$ cat src/rtl/glw_pkg.sv
// Package: shared types for the gamma table write front end.
// Holds the register select codes and the per-write accept flags
// that pass from the decoder to the state and strobe logic.
package glw_pkg;

    localparam int unsigned SEL_W = 3;

    typedef enum logic [SEL_W-1:0] {
        SEL_MODE  = 3'd0,
        SEL_INDEX = 3'd1,
        SEL_MASK  = 3'd2,
        SEL_SEQ   = 3'd3,
        SEL_PWL   = 3'd4,
        SEL_COL30 = 3'd5
    } reg_sel_e;

    // One flag per accepted register action in the current cycle
    typedef struct packed {
        logic mode;
        logic index;
        logic mask;
        logic seq;
        logic pwl;
        logic col;
    } acc_t;

endpackage

$ cat src/rtl/glw_decode.sv
// Module: glw_decode
// Turns a bus write into accept flags. A channel write is accepted
// only when the current layout matches it; otherwise it is dropped.
// Assumes bus_wr lasts one cycle for each write.
module glw_decode
    import glw_pkg::*;
(
    input  logic             bus_wr,
    input  logic [SEL_W-1:0] bus_sel,
    input  logic             mode_pwl,
    output acc_t             acc
);

    // Purpose: decode the select code and gate it with the layout
    always_comb begin
        acc = '0;
        if (bus_wr) begin
            case (reg_sel_e'(bus_sel))
                SEL_MODE:  acc.mode  = 1'b1;
                SEL_INDEX: acc.index = 1'b1;
                SEL_MASK:  acc.mask  = 1'b1;
                SEL_SEQ:   acc.seq   = !mode_pwl;
                SEL_PWL:   acc.pwl   = mode_pwl;
                SEL_COL30: acc.col   = !mode_pwl;
                default:   acc       = '0;
            endcase
        end
    end

endmodule

$ cat src/rtl/glw_index_ctrl.sv
// Module: glw_index_ctrl
// Holds the layout select, the channel mask, the slot pointer and the
// channel counter. Every pointer step is sent through the same load
// path as a bus write to the pointer, so a step always clears the
// counter. Assumes PWL_W < IDX_W.
module glw_index_ctrl
    import glw_pkg::*;
#(
    parameter int unsigned IDX_W  = 8,
    parameter int unsigned PWL_W  = 7,
    parameter int unsigned DATA_W = 32,
    parameter int unsigned NCH    = 3,
    parameter int unsigned CNT_W  = 2
) (
    input  logic              clk,
    input  logic              rst_n,
    input  acc_t              acc,
    input  logic [DATA_W-1:0] wdata,
    output logic              mode_pwl,
    output logic [NCH-1:0]    mask,
    output logic [IDX_W-1:0]  idx,
    output logic [CNT_W-1:0]  comp
);

    localparam logic [CNT_W-1:0] COMP_LAST = CNT_W'(NCH - 1);

    logic             chan_wr;
    logic             step;
    logic [IDX_W-1:0] idx_inc;
    logic             idx_load;
    logic [IDX_W-1:0] idx_load_val;
    logic [CNT_W-1:0] comp_next;

    // Purpose: work out the stepped pointer for the active layout
    always_comb begin
        if (acc.pwl) begin
            idx_inc = {idx[IDX_W-1:PWL_W], idx[PWL_W-1:0] + PWL_W'(1)};
        end else begin
            idx_inc = idx + IDX_W'(1);
        end
    end

    // Purpose: merge bus pointer writes and steps into one load path
    always_comb begin
        chan_wr      = acc.seq | acc.pwl;
        step         = (chan_wr && (comp == COMP_LAST)) || acc.col;
        idx_load     = acc.index | step;
        idx_load_val = acc.index ? wdata[IDX_W-1:0] : idx_inc;
        if (idx_load) begin
            comp_next = '0;
        end else if (chan_wr) begin
            comp_next = comp + CNT_W'(1);
        end else begin
            comp_next = comp;
        end
    end

    // Purpose: hold the layout select and the channel mask
    always_ff @(posedge clk) begin
        if (!rst_n) begin
            mode_pwl <= 1'b0;
            mask     <= '1;
        end else begin
            if (acc.mode) begin
                mode_pwl <= wdata[0];
            end
            if (acc.mask) begin
                mask <= wdata[NCH-1:0];
            end
        end
    end

    // Purpose: hold the slot pointer and the channel counter
    always_ff @(posedge clk) begin
        if (!rst_n) begin
            idx  <= '0;
            comp <= '0;
        end else begin
            if (idx_load) begin
                idx <= idx_load_val;
            end
            comp <= comp_next;
        end
    end

endmodule

$ cat src/rtl/glw_write_gen.sv
// Module: glw_write_gen
// Builds the registered table write: one strobe per channel, a shared
// address and packed channel data. Channel c of the strobe vector is
// written by counter value NCH-1-c, so the counter order (red, green,
// blue) runs opposite to the mask order (blue, green, red).
module glw_write_gen
    import glw_pkg::*;
#(
    parameter int unsigned IDX_W  = 8,
    parameter int unsigned PWL_W  = 7,
    parameter int unsigned CH_W   = 10,
    parameter int unsigned DATA_W = 32,
    parameter int unsigned NCH    = 3,
    parameter int unsigned CNT_W  = 2
) (
    input  logic                clk,
    input  logic                rst_n,
    input  acc_t                acc,
    input  logic [DATA_W-1:0]   wdata,
    input  logic                mode_pwl,
    input  logic [NCH-1:0]      mask,
    input  logic [IDX_W-1:0]    idx,
    input  logic [CNT_W-1:0]    comp,
    output logic [NCH-1:0]      tbl_we,
    output logic [IDX_W-1:0]    tbl_addr,
    output logic [NCH*CH_W-1:0] tbl_data,
    output logic                tbl_pwl
);

    logic                any_acc;
    logic [NCH-1:0]      we_d;
    logic [NCH*CH_W-1:0] data_d;
    logic [IDX_W-1:0]    addr_d;

    // Purpose: one strobe and data lane for each channel
    for (genvar ch = 0; ch < NCH; ch++) begin : g_chan
        logic hit;
        always_comb begin
            hit = acc.col ||
                  ((acc.seq || acc.pwl) && (comp == CNT_W'(NCH - 1 - ch)));
            we_d[ch] = hit && mask[ch];
            data_d[ch*CH_W +: CH_W] = acc.col ? wdata[ch*CH_W +: CH_W]
                                              : wdata[CH_W-1:0];
        end
    end

    // Purpose: form the slot address for the active layout
    always_comb begin
        any_acc = acc.seq | acc.pwl | acc.col;
        if (acc.pwl) begin
            addr_d = {{(IDX_W-PWL_W){1'b0}}, idx[PWL_W-1:0]};
        end else begin
            addr_d = idx;
        end
    end

    // Purpose: strobes last one cycle after each accepted write
    always_ff @(posedge clk) begin
        if (!rst_n) begin
            tbl_we <= '0;
        end else begin
            tbl_we <= we_d;
        end
    end

    // Purpose: address, data and layout tag, captured on channel writes
    always_ff @(posedge clk) begin
        if (!rst_n) begin
            tbl_addr <= '0;
            tbl_data <= '0;
            tbl_pwl  <= 1'b0;
        end else if (any_acc) begin
            tbl_addr <= addr_d;
            tbl_data <= data_d;
            tbl_pwl  <= mode_pwl;
        end
    end

endmodule

$ cat src/rtl/gamma_lut_wport.sv
// Module: gamma_lut_wport (top)
// Register write front end for a gamma lookup table with a 256-slot
// layout and a piecewise layout. It decodes bus writes, keeps the slot
// pointer and the channel counter, and drives the table write strobes.
// Assumes one-cycle write strobes and no read path.
module gamma_lut_wport
    import glw_pkg::*;
#(
    parameter int unsigned IDX_W  = 8,
    parameter int unsigned PWL_W  = 7,
    parameter int unsigned CH_W   = 10,
    parameter int unsigned DATA_W = 32,
    parameter int unsigned NCH    = 3
) (
    input  logic                clk,
    input  logic                rst_n,
    input  logic                bus_wr,
    input  logic [SEL_W-1:0]    bus_sel,
    input  logic [DATA_W-1:0]   bus_wdata,
    output logic [NCH-1:0]      tbl_we,
    output logic [IDX_W-1:0]    tbl_addr,
    output logic [NCH*CH_W-1:0] tbl_data,
    output logic                tbl_pwl,
    output logic [IDX_W-1:0]    cur_index,
    output logic [$clog2(NCH)-1:0] cur_comp,
    output logic                cur_mode_pwl
);

    localparam int unsigned CNT_W = $clog2(NCH);

    acc_t           acc;
    logic           mode_pwl;
    logic [NCH-1:0] mask;

    glw_decode u_decode (
        .bus_wr   (bus_wr),
        .bus_sel  (bus_sel),
        .mode_pwl (mode_pwl),
        .acc      (acc)
    );

    glw_index_ctrl #(
        .IDX_W (IDX_W), .PWL_W (PWL_W), .DATA_W (DATA_W),
        .NCH (NCH), .CNT_W (CNT_W)
    ) u_index (
        .clk      (clk),
        .rst_n    (rst_n),
        .acc      (acc),
        .wdata    (bus_wdata),
        .mode_pwl (mode_pwl),
        .mask     (mask),
        .idx      (cur_index),
        .comp     (cur_comp)
    );

    glw_write_gen #(
        .IDX_W (IDX_W), .PWL_W (PWL_W), .CH_W (CH_W), .DATA_W (DATA_W),
        .NCH (NCH), .CNT_W (CNT_W)
    ) u_wgen (
        .clk      (clk),
        .rst_n    (rst_n),
        .acc      (acc),
        .wdata    (bus_wdata),
        .mode_pwl (mode_pwl),
        .mask     (mask),
        .idx      (cur_index),
        .comp     (cur_comp),
        .tbl_we   (tbl_we),
        .tbl_addr (tbl_addr),
        .tbl_data (tbl_data),
        .tbl_pwl  (tbl_pwl)
    );

    assign cur_mode_pwl = mode_pwl;

endmodule

$ cat config.mk
export PLATFORM = sky130hd
export DESIGN_NAME = gamma_lut_wport
export DESIGN_NICKNAME = d
export VERILOG_FILES = /design/src/rtl/glw_pkg.sv /design/src/rtl/glw_decode.sv /design/src/rtl/glw_index_ctrl.sv /design/src/rtl/glw_write_gen.sv /design/src/rtl/gamma_lut_wport.sv
export SDC_FILE = /design/constraint.sdc
export NUM_CORES = 1
export LEC_CHECK = 0
export ABC_AREA = 0
export BUFFER_PORTS_ARGS = -buffer_cell sky130_fd_sc_hd__buf_2
export CORE_AREA = 4 4 96 89
export CTS_CLUSTER_DIAMETER = 120
export DETAILED_ROUTE_END_ITERATION = 8
export DIE_AREA = 0 0 100 93
export PLACE_DENSITY = 0.71
export RECOVER_POWER = 25
export SYNTH_ARGS = -nofsm -noshare
export SYNTH_HDL_FRONTEND = slang
export SYNTH_HIERARCHICAL = 1
export SYNTH_SLANG_ARGS = --single-unit
$ cat constraint.sdc
create_clock -name clk -period 2.7 [get_ports clk]
set_clock_uncertainty 0.05 [all_clocks]
set_input_delay 0.27 -clock clk [delete_from_list [all_inputs] [get_ports clk]]
set_output_delay 0.27 -clock clk [all_outputs]
set_load 0.05 [all_outputs]
# [After elaboration in Yosys (flattened, before gate mapping)]
# Cells that the tools add are included.
[op_classes] addsub=3 mul=0 n_div=0 n_lt_le_gt_ge=0 n_eq_ne=8 n_shift=0 mux=12 bitwise_logic=4 n_reduce_logical=17
[op_table] operator="$mux 8" count=3
[op_table] operator="$mux 10" count=2
[op_table] operator="$add 8x1->8 const B" count=1
[op_table] operator="$add 7x1->7 const B" count=1
[op_table] operator="$logic_and 1x1->1" count=7
[op_table] operator="$eq 3x2->1 const B" count=2
[op_table] operator="$eq 3x3->1 const B" count=2
[op_table] operator="$mux 1" count=6
[op_table] operator="$mux 6" count=1
[op_table] operator="$logic_or 1x1->1" count=5
[op_table] operator="$eq 3x1->1 const B" count=1
[op_table] operator="$logic_not 3->1" count=1
[op_table] operator="$or 1x1->1" count=3
[op_table] operator="$add 2x1->2 const B" count=1
[op_table] operator="$eq 2x1->1 const B" count=1
[op_table] operator="$eq 2x2->1 const B" count=1
[op_table] operator="$logic_not 2->1" count=1
[op_table] operator="$ne 2x2->1 const B" count=1
[op_table] operator="$reduce_and 2->1" count=1
[op_table] operator="$reduce_or 2->1" count=1
[op_table] operator="$logic_not 1->1" count=1
[op_table] operator="$not 1->1" count=1
[word_totals] register_bits=56 latchBits=0 ram_bits=0 romBits=0 input_bits=38 word_cells=53 memories=0

# [Longest topological paths before layout]
# Gate-level depths: netlist (run 1).
[logic_depth] word_depth=8 ltp_mapped=7

# [Modules after synthesis]
# Netlist (run 1), hierarchy kept.
[modules_own_cells] mod="glw_write_gen" instances=1 cells_per_inst=189 area_per_inst_um2=1848.0 seq_area_each_um2=840.8
[modules_own_cells] mod="glw_index_ctrl" instances=1 cells_per_inst=71 area_per_inst_um2=661.9 seq_area_each_um2=280.3
[modules_own_cells] mod="glw_decode" instances=1 cells_per_inst=9 area_per_inst_um2=81.3 seq_area_each_um2=0.0

# [Worst setup path after synthesis (run 1)]
# OpenSTA, ideal clock, no wires.
[synth_timing] path_kind="reg2reg" from="reg u_index.mode_pwl" to="reg u_index.idx[4]" setup_time_ns=0.074 t_arrival_ns=2.116 required_time_ns=2.576 path_slack_ns=0.460 path_stages_with_launch=7 n_path_buf=0 period_less_slack_ns=2.240 cell_sequence="dfxtp_1 nand3_1 nor3_1 o21a_2 nor2_4 or3_1 a31oi_1"
[synth_lines] item="start: declaration" line="glw_index_ctrl.sv:19" text="output logic mode_pwl,"
[synth_lines] item="start signal: assignment" line="glw_index_ctrl.sv:65" text="mode_pwl <= wdata[0];"
[synth_lines] item="end signal: assignment" line="glw_index_ctrl.sv:80" text="idx <= idx_load_val;"
[synth_lines] item="end: declaration" line="glw_index_ctrl.sv:21" text="output logic [IDX_W-1:0] idx,"

==> results by stage, run 1 <==
Status:
- The flow ran to the end, and the final reports show no timing, DRC or antenna violations.

Layout:
- The net count reported at finish is 387.
- The multi-input gate area in the final layout is 0.00135 sq mm.
- The fraction of layout instances using a drive strength above 1 is 0.250.
- Counting the fill cells in the layout gives 777.
- The area used by sequential logic in the layout is 0.00112 sq mm.
- Relative to the synthesized area, the layout overhead comes to 22.0%.
- The antenna diode instance count is 0.

Floorplan:
- The starting density of the core is 0.347.
- Measured along the y axis, the die boundary spans 93 microns.
- The die width is 100 microns.
- In this run the standard cell core region covers 0.00747 sq mm.
- The number of rows created at floorplan is 30.
- The floorplan step defined a die boundary enclosing 0.00930 sq mm.
- During I/O placement, the number of pins put on the boundary was 91.

Detailed routing:
- After detailed routing, the total wire length is 7170 microns.
- The final route contains 2291 vias.
- Dividing the detail-routed via count by the number of cells gives 5.16.
- The starting DRC count in detailed routing is 81.
- The number of nets with antenna violations after routing is 0.
- The average wire length per cell after detail routing is 16.1 microns.
- For this run, design rule violations remaining after detail routing come to 0.
- The number of search-and-repair iterations in the first detailed-routing pass is 4.

Min path:
- The path class of the tightest hold or removal check is input port to flip-flop.
- The hold path depth is 3.
- The startpoint identified for the worst hold timing path is bus_wdata[9].
- For hold timing, the worst endpoint is u_wgen/tbl_data[9].

Pwr:
- Of the total power, the share spent switching nets is 0.298.
- The internal portion of the total power is 1.22 mW.
- The net switching power of the design is 0.520 mW.
- The power share of the sequential group is 0.505.
- The worst-case IR drop observed on VDD is 0.337 mV.
- The static leakage is 1.36 nW.
- The power density relative to cell area is 551 mW/mm^2.
- Of the total power, the clock network draws 0.318.
- Power comes to 1.74 mW.
- Of the total power, combinational logic draws 0.177.

STA:
- Dividing the final minimum period by the clock period gives 0.790.
- The tightest hold path in the finished design has a slack of 177 ps.
- The transition time at the pin with the least slew margin is 1200 ps.
- The worst path in the final design needs a cycle of 2130 ps, including I/O delays and setup.
- The number of hold violations in the final report is 0.
- The number of setup violations in the final report is 0.
- The final critical-path setup slack is 566 ps.
- The highest clock frequency the design can meet is 0.469 GHz.
- Measured against its own limit, the worst slew margin works out to 0.199.
- The total negative slack is 0 ps.
- The max-slew violation count was 0.
- Setup repair after global routing left no endpoint under its margin.

Run:
- Across the run, the number of max-cap violations was 0.

Worst setup path:
- For the worst setup path, the data arrival time is 2320 ps.
- The start of the worst register-to-register path is u_index/mode_pwl.
- Walking the worst path, the cells encountered are nand4b_1, nor2_4, nor3_4, mux2i_1.
- Counting cells, the worst reg-to-reg path comes to 4.
- The worst setup path is captured at a flip-flop.
- Along the worst path, the maximum fanout reaches 18.
- The element type at the critical path start is a flip-flop.
- Setup slack on the worst reg-to-reg path comes out at 570 ps.
- The slowest library cell on the worst path is nor3_4.
- The largest stage delay on the critical path is 970 ps.
- On the critical path the largest part of the delay comes from simple AND/OR/NAND/NOR gates.
- The startpoint-to-endpoint class of the critical path is flip-flop to flip-flop.
- Together, buffers and inverters on the worst path number 0.
- Data on the critical path is required at its endpoint by 2890 ps.
- The endpoint of the lowest-slack register-to-register path is u_wgen/tbl_addr[4].

Yosys:
- Synthesis inferred 56 register bits.
- The netlist uses 40 different library cells.
- Yosys attributes the largest share of cell area to dfxtp_1, mux2i_1, o41ai_1.
- Of the synthesized area, sequential elements account for 0.433.
- The net count of the mapped netlist is 309.
- Of all cell types, the one taking the most synthesized area is dfxtp_1.
- The per-instance average area after synthesis is 9.63 sq um.
- The cell area after synthesis is 0.00259 sq mm.
- For this run, the number of Yosys warnings is 6.
- The synthesized instance count is 269.
- The share of synthesized area in the top cell type comes to 0.433.

CTS:
- The clock tree buffer depth is 2.
- TritonCTS built the clock tree.
- The TritonCTS buffer count is 5.
- Hold repair after CTS inserted 0 buffers.
- The root buffer selected by CTS is clkbuf_8.
- After clock tree synthesis, the clock-pin slew on the worst setup and hold paths is 100 ps.
- The buffers inserted during post-CTS setup optimization is 0.
- The TritonCTS sink count is 56.
- The number of gates given a new drive strength after cts is 0.
- The number of levels the H-tree was split into is 2.
- Clock latency on the worst-skew pair, taken at its later pin, is 310 ps.

Place:
- The final HPWL from detailed placement is 4940 microns.
- The post-placement setup slack is 481 ps.
- At the end of routability-driven placement, the weighted congestion stood at 0.708.
- The number of buffers inserted by port buffering is 88.

Global route:
- The global route total overflow is 0.
- Entering global routing, the biggest net connects 51 pins.
- The number of global-route vias before repair is 2201.
- The first global-routing pass estimated 11200 microns of wire.
- The number of antenna violations at the first check in global routing is 0.
- The combined global-route utilization of all metal layers is 0.151.
-- how the worst max path moves through the flow --
stage,to,start,slack (ps),cells past startpoint
finish,u_wgen/tbl_addr[4],u_index/mode_pwl,570,4
global route,u_wgen/tbl_addr[4],u_index/mode_pwl,400,4
CTS,u_wgen/tbl_addr[4],u_index/mode_pwl,540,4
floorplan,u_index/idx[4],u_index/mode_pwl,460,6
detailed placement,u_wgen/tbl_addr[4],bus_sel[1],480,5
global placement,u_wgen/tbl_data[4],bus_sel[1],560,5
-- power groups by stage --
stage | logic, mW | registers (mW) | clock network, mW
floorplan | 0.112 | 1.01 | 0
global placement | 0.309 | 0.898 | 0
detailed placement | 0.314 | 0.900 | 0
CTS | 0.314 | 0.881 | 0.575
global route | 0.330 | 0.886 | 0.608
finish | 0.309 | 0.881 | 0.554
-- per-layer routing --
metal  global-route usage  part of all wire  vias up
met1                0.195              0.45     1082
met4               0.0382             0.011        0
met3               0.0395             0.048        6
li1                     -                 -     1148
met5                    0                 0        -
met2                0.252              0.49       55
-- worst reg2reg max path, delay by kind of cell, from the launching register on --
family | cells | cell delay (ps)
mux | 1 | 290
simple gates | 3 | 1270
flops | 1 | 470
-- flip-flops by register name, summed over array words and instances, names as in the netlist --
| register | cells |
|---|---|
| u_index/mode_pwl | 1 |
| u_wgen/tbl_data | 30 |
| u_index/mask | 3 |
| u_index/idx | 8 |
| u_wgen/tbl_pwl | 1 |
| u_index/comp | 2 |
| u_wgen/tbl_addr | 8 |
| u_wgen/tbl_we | 3 |
-- cell usage after synthesis --
cell,number
and4b_1,1
o2111ai_1,2
a31oi_1,2
and4_1,1
nor3b_1,2
buf_6,3
o21a_2,1
or3_1,3
o41ai_1,20
dfxtp_1,56
or3b_2,1
nor2_4,1
nand2_1,40
mux2i_1,43
nand2b_1,1
buf_2,7
nor3_1,2
buf_4,1
and3_1,1
nand3_1,3
buf_8,1
a21oi_1,26
ha_1,2
xor2_1,4
or2_2,1
a211oi_1,1
nor3_2,1
o211ai_1,1
a31o_2,1
xnor2_1,2
inv_1,2
nor4bb_4,1
o21ai_0,11
nor2b_1,3
nor2_1,4
and3_2,1
nand2b_4,1
clkbuf_1,11
nand4b_1,1
o2111a_1,3
-- cells by family after synthesis --
family,count (synthesis),synth area share
simple gates,69,0.141
compound gates,68,0.176
flops,56,0.433
mux,43,0.166
buf+inv,25,0.0541
xor+xnor,6,0.0203
fa+ha+maj,2,0.00966
-- layout make-up --
type / count / area share
Timing Repair Buffer: 94 / 0.143
Clock buffer: 5 / 0.0218
Sequential cell: 56 / 0.355
Clock inverter: 3 / 0.0135
Inverter: 2 / 0.00237
Multi-Input combinational cell: 188 / 0.427
Tap cell: 96 / 0.0380
-- per-stage QoR --
step                      std cells  cell area [sq um]  utilization
after floorplan                 269               2590            -
after global placement          436               3080        0.413
after global routing            444               3160        0.423
after CTS                       444               3190        0.428
final                           444               3160        0.423
after detailed placement        436               3080        0.413
-- cell usage in the layout, fill, tap and decap left out, drive strengths merged --
cell type | netlist | routed
ha | 2 | 2
clkbuf | 11 | 31
a31o | 1 | 1
dfxtp | 56 | 56
o2111a | 3 | 3
o2111ai | 2 | 2
o41ai | 20 | 20
bufinv | 0 | 1
nor2 | 5 | 5
nand3 | 3 | 3
or3b | 1 | 1
xor2 | 4 | 4
o21ai | 11 | 11
and4 | 1 | 1
nand2b | 2 | 2
a21oi | 26 | 26
mux2i | 43 | 43
and3 | 2 | 2
clkinvlp | 0 | 1
o21a | 1 | 1
nand2 | 40 | 40
nor3 | 3 | 3
and4b | 1 | 1
inv | 2 | 2
a31oi | 2 | 2
or2 | 1 | 1
nor2b | 3 | 3
or3 | 3 | 3
clkinv | 0 | 1
nor4bb | 1 | 1
buf | 12 | 68
a211oi | 1 | 1
o211ai | 1 | 1
xnor2 | 2 | 2
nand4b | 1 | 1
nor3b | 2 | 2
Power figures use the tool's default switching activity.
==> inputs of run 2 (changes only) <==
clock period = 2.15 ns   (was 2.7 ns; I/O delays follow)
==> results by stage, run 2 (synthesis results as in run 1) <==
Layout:
- The fraction of layout instances using a drive strength above 1 is 0.259.
- The multi-input gate area in the final layout is 0.00135 sq mm.
- The count of fill cells added during filler insertion is 759.
- The layout overhead on the synthesized area is 22.4%.
- The register with the most flip-flops is u_wgen/tbl_data.
- In the layout the commonest cells are buf_2, dfxtp_1, mux2i_1, nand2_1, a21oi_1.
- Once layout is complete, the utilization of the core stands at 0.425.
- Across the whole layout, storage elements account for 0.00112 sq mm.
- In the final layout, the registers with the most flip-flops are u_wgen/tbl_data: 30 flops, u_index/idx: 8 flops, u_wgen/tbl_addr: 8 flops.
- The antenna diode instance count is 0.
- Leaving out fill and tap cells, the most frequent cell in the layout is buf_2.
- The flip-flop count of the largest register, all copies and words added is 30.
- After the last flow step, the layout net total stands at 387.

CTS:
- No sink is reached through more buffers than the 2 on the longest clock path.
- After clock tree synthesis, the clock-pin slew on the worst setup and hold paths is 100 ps.
- In this run, post-CTS hold repair placed 0 buffers.
- The TritonCTS buffer count is 5.
- CTS placed an instance of clkbuf_8 at the clock tree root.
- CTS built an H-tree with a depth of 2.
- The number of gates given a new drive strength after cts is 0.
- CTS saw 56 sinks.
- The number of setup buffers added after CTS is 0.
- TritonCTS built the clock tree.
- The clock network latency to the later pin of the worst-skew pair is 310 ps.

Worst setup path:
- The start of the worst register-to-register path is u_index/mode_pwl.
- The capturing element type of the critical path is a flip-flop.
- The critical path data arrival time is 2230 ps.
- In this run the worst path has a maximum fanout of 18.
- The required time of the worst setup path is 2340 ps.
- STA classifies the critical path startpoint as a flip-flop.
- The depth of the most critical reg-to-reg path is 4.
- The startpoint-to-endpoint class of the critical path is flip-flop to flip-flop.
- The endpoint of the lowest-slack register-to-register path is u_wgen/tbl_data[1].
- For flop-to-flop paths, the worst setup slack is 110 ps.

STA:
- Setup repair after global routing left no endpoint under its margin.
- Dividing the final minimum period by the clock period gives 0.951.
- The transition time at the pin with the least slew margin is 1700 ps.
- The highest clock frequency the design can meet is 0.489 GHz.
- The post-layout minimum cycle time is 2040 ps.
- The max-slew violation count is 39.
- Final hold analysis gives a worst-case slack of 133 ps.
- The number of hold violations in the final report is 0.
- After layout, the worst setup slack is 106 ps.
- The worst max-slew margin expressed relative to the limit is -0.136.
- The total negative slack is 0 ps.
- The number of setup violations in the final report is 0.

Min path:
- The worst hold path terminates at u_wgen/tbl_data[9].
- The startpoint identified for the worst hold timing path is bus_wdata[9].
- The hold path depth is 3.
- The path class of the tightest hold or removal check is input port to flip-flop.

Global route:
- The number of antenna violations at the first check in global routing is 0.
- The first global-routing pass estimated 11000 microns of wire.
- The number of global-route vias before repair is 2216.
- The global route total overflow is 0.
- In the global route stage, overall resource usage came out at 0.150.
- The largest net degree at the start of global routing is 40.

Status:
- The checks that failed: max-capacitance violations, max-slew violations.
- The run finished, with violations left.

Floorplan:
- The starting density of the core is 0.347.
- The number of top-level pins is 91.
- The die is 93 microns tall.
- After floorplanning, the core was divided into 30 placement rows.
- The floorplan step set the die width to 100 microns.
- The die covers 0.00930 sq mm.
- The floorplan step defined a core boundary enclosing 0.00747 sq mm.

Detailed routing:
- After detailed routing, the average wire length per cell comes to 16.3 microns.
- The via count of the routed design is 2316.
- The routed design has 7230 microns of wire.
- After detailed routing, the number of remaining DRC violations is 0.
- The number of search-and-repair iterations in the first detailed-routing pass is 6.
- The starting DRC count in detailed routing is 89.
- Once detail routing completed, the nets flagged for antenna violations numbered 0.
- After detailed routing, the number of vias per cell comes to 5.22.

Pwr:
- The analysis attributes to cell leakage a power of 1.37 nW.
- The total design power is 2.10 mW.
- The power density relative to cell area is 663 mW/mm^2.
- The worst vdd rail ir drop is 0.271 mV.

Place:
- The congestion estimate from routability-driven global placement came to 0.736.
- Detailed placement ended at an HPWL of 5110 microns.
- In this run the tool buffered the top-level ports with 88 buffer cells.
- The post-placement setup slack is 76.1 ps.

Run:
- The tool flagged a number of max-cap violations equal to 1.
-- run 2: worst max-delay path, stage by stage (launching register included) --
cell and delay, ps:
dfxtp_2 410, nand4b_1 180, nor2_4 90, nor3_4 950, mux2i_1 290
-- run 2: metal layers --
layer  vias up  global-route usage  wire length, microns
met2        66               0.255                  3510
met4         0              0.0404                   105
met1      1101               0.187                  3190
met3        10              0.0395                   428
li1       1139                   -                     -
met5         -                   0                     0
-- run 2: how the worst max path moves through the flow --
stage,start,endpoint,slack (ps)
global route,u_index/mode_pwl,u_wgen/tbl_data[1],0.5
detailed placement,u_index/mode_pwl,u_wgen/tbl_data[1],80
CTS,u_index/mode_pwl,u_wgen/tbl_data[1],60
finish,u_index/mode_pwl,u_wgen/tbl_data[1],110
global placement,u_index/mode_pwl,u_wgen/tbl_data[5],170
floorplan,u_index/mode_pwl,u_index/idx[4],130
-- run 2: report_power, final --
part / internal [mW] / switching, mW
logic: 0.116 / 0.277
registers: 1.08 / 0.0283
clock network: 0.258 / 0.344
-- run 2: area by class of cell --
type,count,area share
multi-input cells,188,0.425
clock buffers,6,0.0260
repair buffers,94,0.151
inverters,2,0.00237
flip-flops and latches,56,0.354
clock inverters,2,0.00316
well taps,96,0.0379
-- run 2: metrics by stage --
step | instances | instance area, sq um
6_report | 444 | 3170
5_1_grt | 444 | 3170
4_1_cts | 444 | 3200
3_5_place_dp | 436 | 3110
3_3_place_gp | 436 | 3110
2_1_floorplan | 269 | 2590
==> inputs of run 3 (changes only) <==
PLACE_DENSITY = default   (was 0.71)
==> results by stage, run 3 (synthesis results as in run 1) <==
Place:
- The placed instance count is 435.
- Once detailed placement completed, the half-perimeter wirelength came to 4990 microns.
- The global placer's final weighted congestion is 0.790.
- The number of buffers inserted by port buffering is 88.

Layout:
- The register with the most flip-flops in the layout has 30 of them.
- The antenna diode instance count is 0.
- In the final layout, the share of cells above drive strength 1 is 0.248.
- The area growth from synthesis to layout is 22.8%.
- At the end of the flow, the number of nets in the layout was 386.
- Leaving out fill and tap cells, the most frequent cell in the layout is buf_2.
- More flip-flops sit in one register than any other, and that register is u_wgen/tbl_data.
- In the final layout, the registers with the most flip-flops are u_wgen/tbl_data: 30 flops, u_index/idx: 8 flops, u_wgen/tbl_addr: 8 flops.
- The top cell types in the final layout, fill and taps aside, are buf_2, dfxtp_1, mux2i_1, nand2_1, clkbuf_1.
- The layout has 774 filler cells.
- The final non-filler cell total is 443.

Detailed routing:
- For this block, the initial DRC count from the detailed router was 116.
- In the routed layout, each cell is associated on average with a via count of 5.25.
- The routed design has 7350 microns of wire.
- The routed layout has 2325 vias.
- The number of nets with antenna violations after routing is 0.
- Before antenna repair, the detailed router went through 4 iterations.
- After detailed routing, the number of remaining DRC violations is 0.
- The average wire length per cell after detail routing is 16.6 microns.

Global route:
- The number of global-route vias before repair was 2222.
- In the global route stage, overall resource usage came out at 0.160.
- Entering global routing, the biggest net connects 52 pins.
- The global-route wire length before repair is 12000 microns.
- The number of antenna violations at the first check in global routing came to 0.
- Global routing finished with a remaining overflow of 0.

Pwr:
- Of the total power, the share spent switching nets is 0.314.
- Of the total power, the clock network draws 0.280.
- The cell-internal power is 1.43 mW.
- The relative contribution of combinational cells to total power is 0.189.
- The power share of the sequential group is 0.531.
- The static leakage is 1.35 nW.
- Summed over all nets, the switching power comes to 0.654 mW.
- Power spread over the standard cell area amounts to 655 mW/mm^2.
- Across the VDD grid, the largest voltage drop is 0.295 mV.

CTS:
- The clock network latency to the later pin of the worst-skew pair is 310 ps.
- The root buffer selected by CTS is clkbuf_8.
- The clock tree from TritonCTS is done.
- TritonCTS created 5 clock buffers.
- Clock-pin slew was measured on the worst setup and hold paths at 110 ps.
- The clock tree buffer depth is 2.
- The number of levels the H-tree was split into is 2.
- For this design, the sink count on the clock tree is 56.
- The hold-fix buffer count after cts is 0.
- Post-CTS repair changed the size of 0 cells.

Floorplan:
- The die width is 100 microns.
- The initial utilization of the core area, before any placement, comes to 0.347.
- The die area is 0.00930 sq mm.
- The number of top-level pins is 91.
- The number of rows created at floorplan is 30.
- The area inside the core boundary is 0.00747 sq mm.
- The die outline height is 93 microns.

STA:
- Dividing the final minimum period by the clock period gives 0.929.
- The highest clock frequency the design can meet is 0.501 GHz.
- The max-slew violation count came to 36.
- Setup repair after global routing left no endpoint under its margin.
- The smallest clock period supported by the final layout is computed as 2000 ps.
- At the pin with the least slew margin, the transition time is 1520 ps.
- The number of hold violations in the final report came to 0.
- The number of setup violations in the final report is 0.
- Adding up every negative setup slack in the final design gives 0 ps.
- The worst max-slew margin expressed relative to the limit is -0.0142.

Worst setup path:
- Walking the worst path, the cells encountered are nand3_1, nor3_2, buf_12, o21a_2, nor2_4, or3_1, a31oi_1.
- The family with the most delay on the worst path is simple AND/OR/NAND/NOR gates.
- The largest stage delay on the critical path is 420 ps.
- For the worst setup path, the data required time is 2340 ps.
- The element type at the critical path start is a flip-flop.
- STA puts the critical path data arrival time at 2190 ps.
- The largest fanout on the critical path is 25.
- The slowest library cell on the worst path is dfxtp_2.
- The number of buffer and inverter instances along the worst setup path is 1.
- The capturing element type of the critical path is a flip-flop.
- The startpoint-to-endpoint class of the critical path is flip-flop to flip-flop.

Run:
- The max-cap check violation count is 1.

Min path:
- The worst hold path belongs to the class input port to flip-flop.

Status:
- The flow ran to the end, but the final reports show violations.
- The final reports fail on max-capacitance violations, max-slew violations.
run 3: cell types whose count changed in the layout (fill, tap and decap cells not counted), sizes merged:
cell and delta:
buf -3, clkbuf +2, clkinv -1, clkinvlp +1
run 3: timing repair:
item,in CTS,in global routing
endpoints found under the hold margin,0,0
buffers inserted,0,0
endpoints found under the setup margin,0,1
run 3: worst paths after layout:
| path | startpoint | endpoint | slack (ps) | cells past startpoint |
|---|---|---|---|---|
| setup / recovery | u_index/mode_pwl | u_index/idx[4] | 150 | 7 |
| hold / removal | bus_wdata[9] | u_wgen/tbl_data[9] | 120 | 3 |
| setup reg to reg | u_index/mode_pwl | u_index/idx[4] | 150 | 7 |
| hold reg to reg | u_wgen/tbl_addr[1] | u_wgen/tbl_addr[1] | 420 | 2 |
run 3: power groups by stage:
stage               Combinational, mW  Sequential, mW  Clock, mW
finish                          0.394            1.11      0.583
global route                    0.426            1.11      0.633
CTS                             0.402            1.11      0.604
detailed placement              0.401            1.13          0
global placement                0.397            1.13          0
floorplan                       0.141            1.27          0
run 3: tightest hold or removal path: stages:
cell and delay (ps):
buf_2 110, nand2_1 50, mux2i_1 60
run 3: layer usage:
layer	vias to the layer above	part of all wire	GRT usage
met5	-	0	0
met4	0	0.0098	0.0337
met3	7	0.082	0.0447
met2	77	0.45	0.239
met1	1106	0.46	0.232
li1	1135	-	-
run 3: layout make-up:
type,count,area [sq um],share of cell area
Multi-Input combinational cell,188,1350,0.424
Sequential cell,56,1120,0.353
Timing Repair Buffer,93,495,0.156
Tap cell,96,120,0.0377
Clock buffer,6,72.6,0.0228
Clock inverter,2,16.3,0.00511
Inverter,2,7.51,0.00236
run 3: per-stage QoR:
stage	power, mW	utilization	instance area [sq um]	setup WS [ps]	hold slack (ps)
3_3_place_gp	1.53	0.419	3130	190	391
6_report	2.08	0.426	3180	153	121
4_1_cts	2.11	0.430	3220	69.1	105
5_1_grt	2.17	0.426	3180	48.8	133
3_5_place_dp	1.53	0.419	3130	87.1	401
2_1_floorplan	1.41	-	2590	127	293
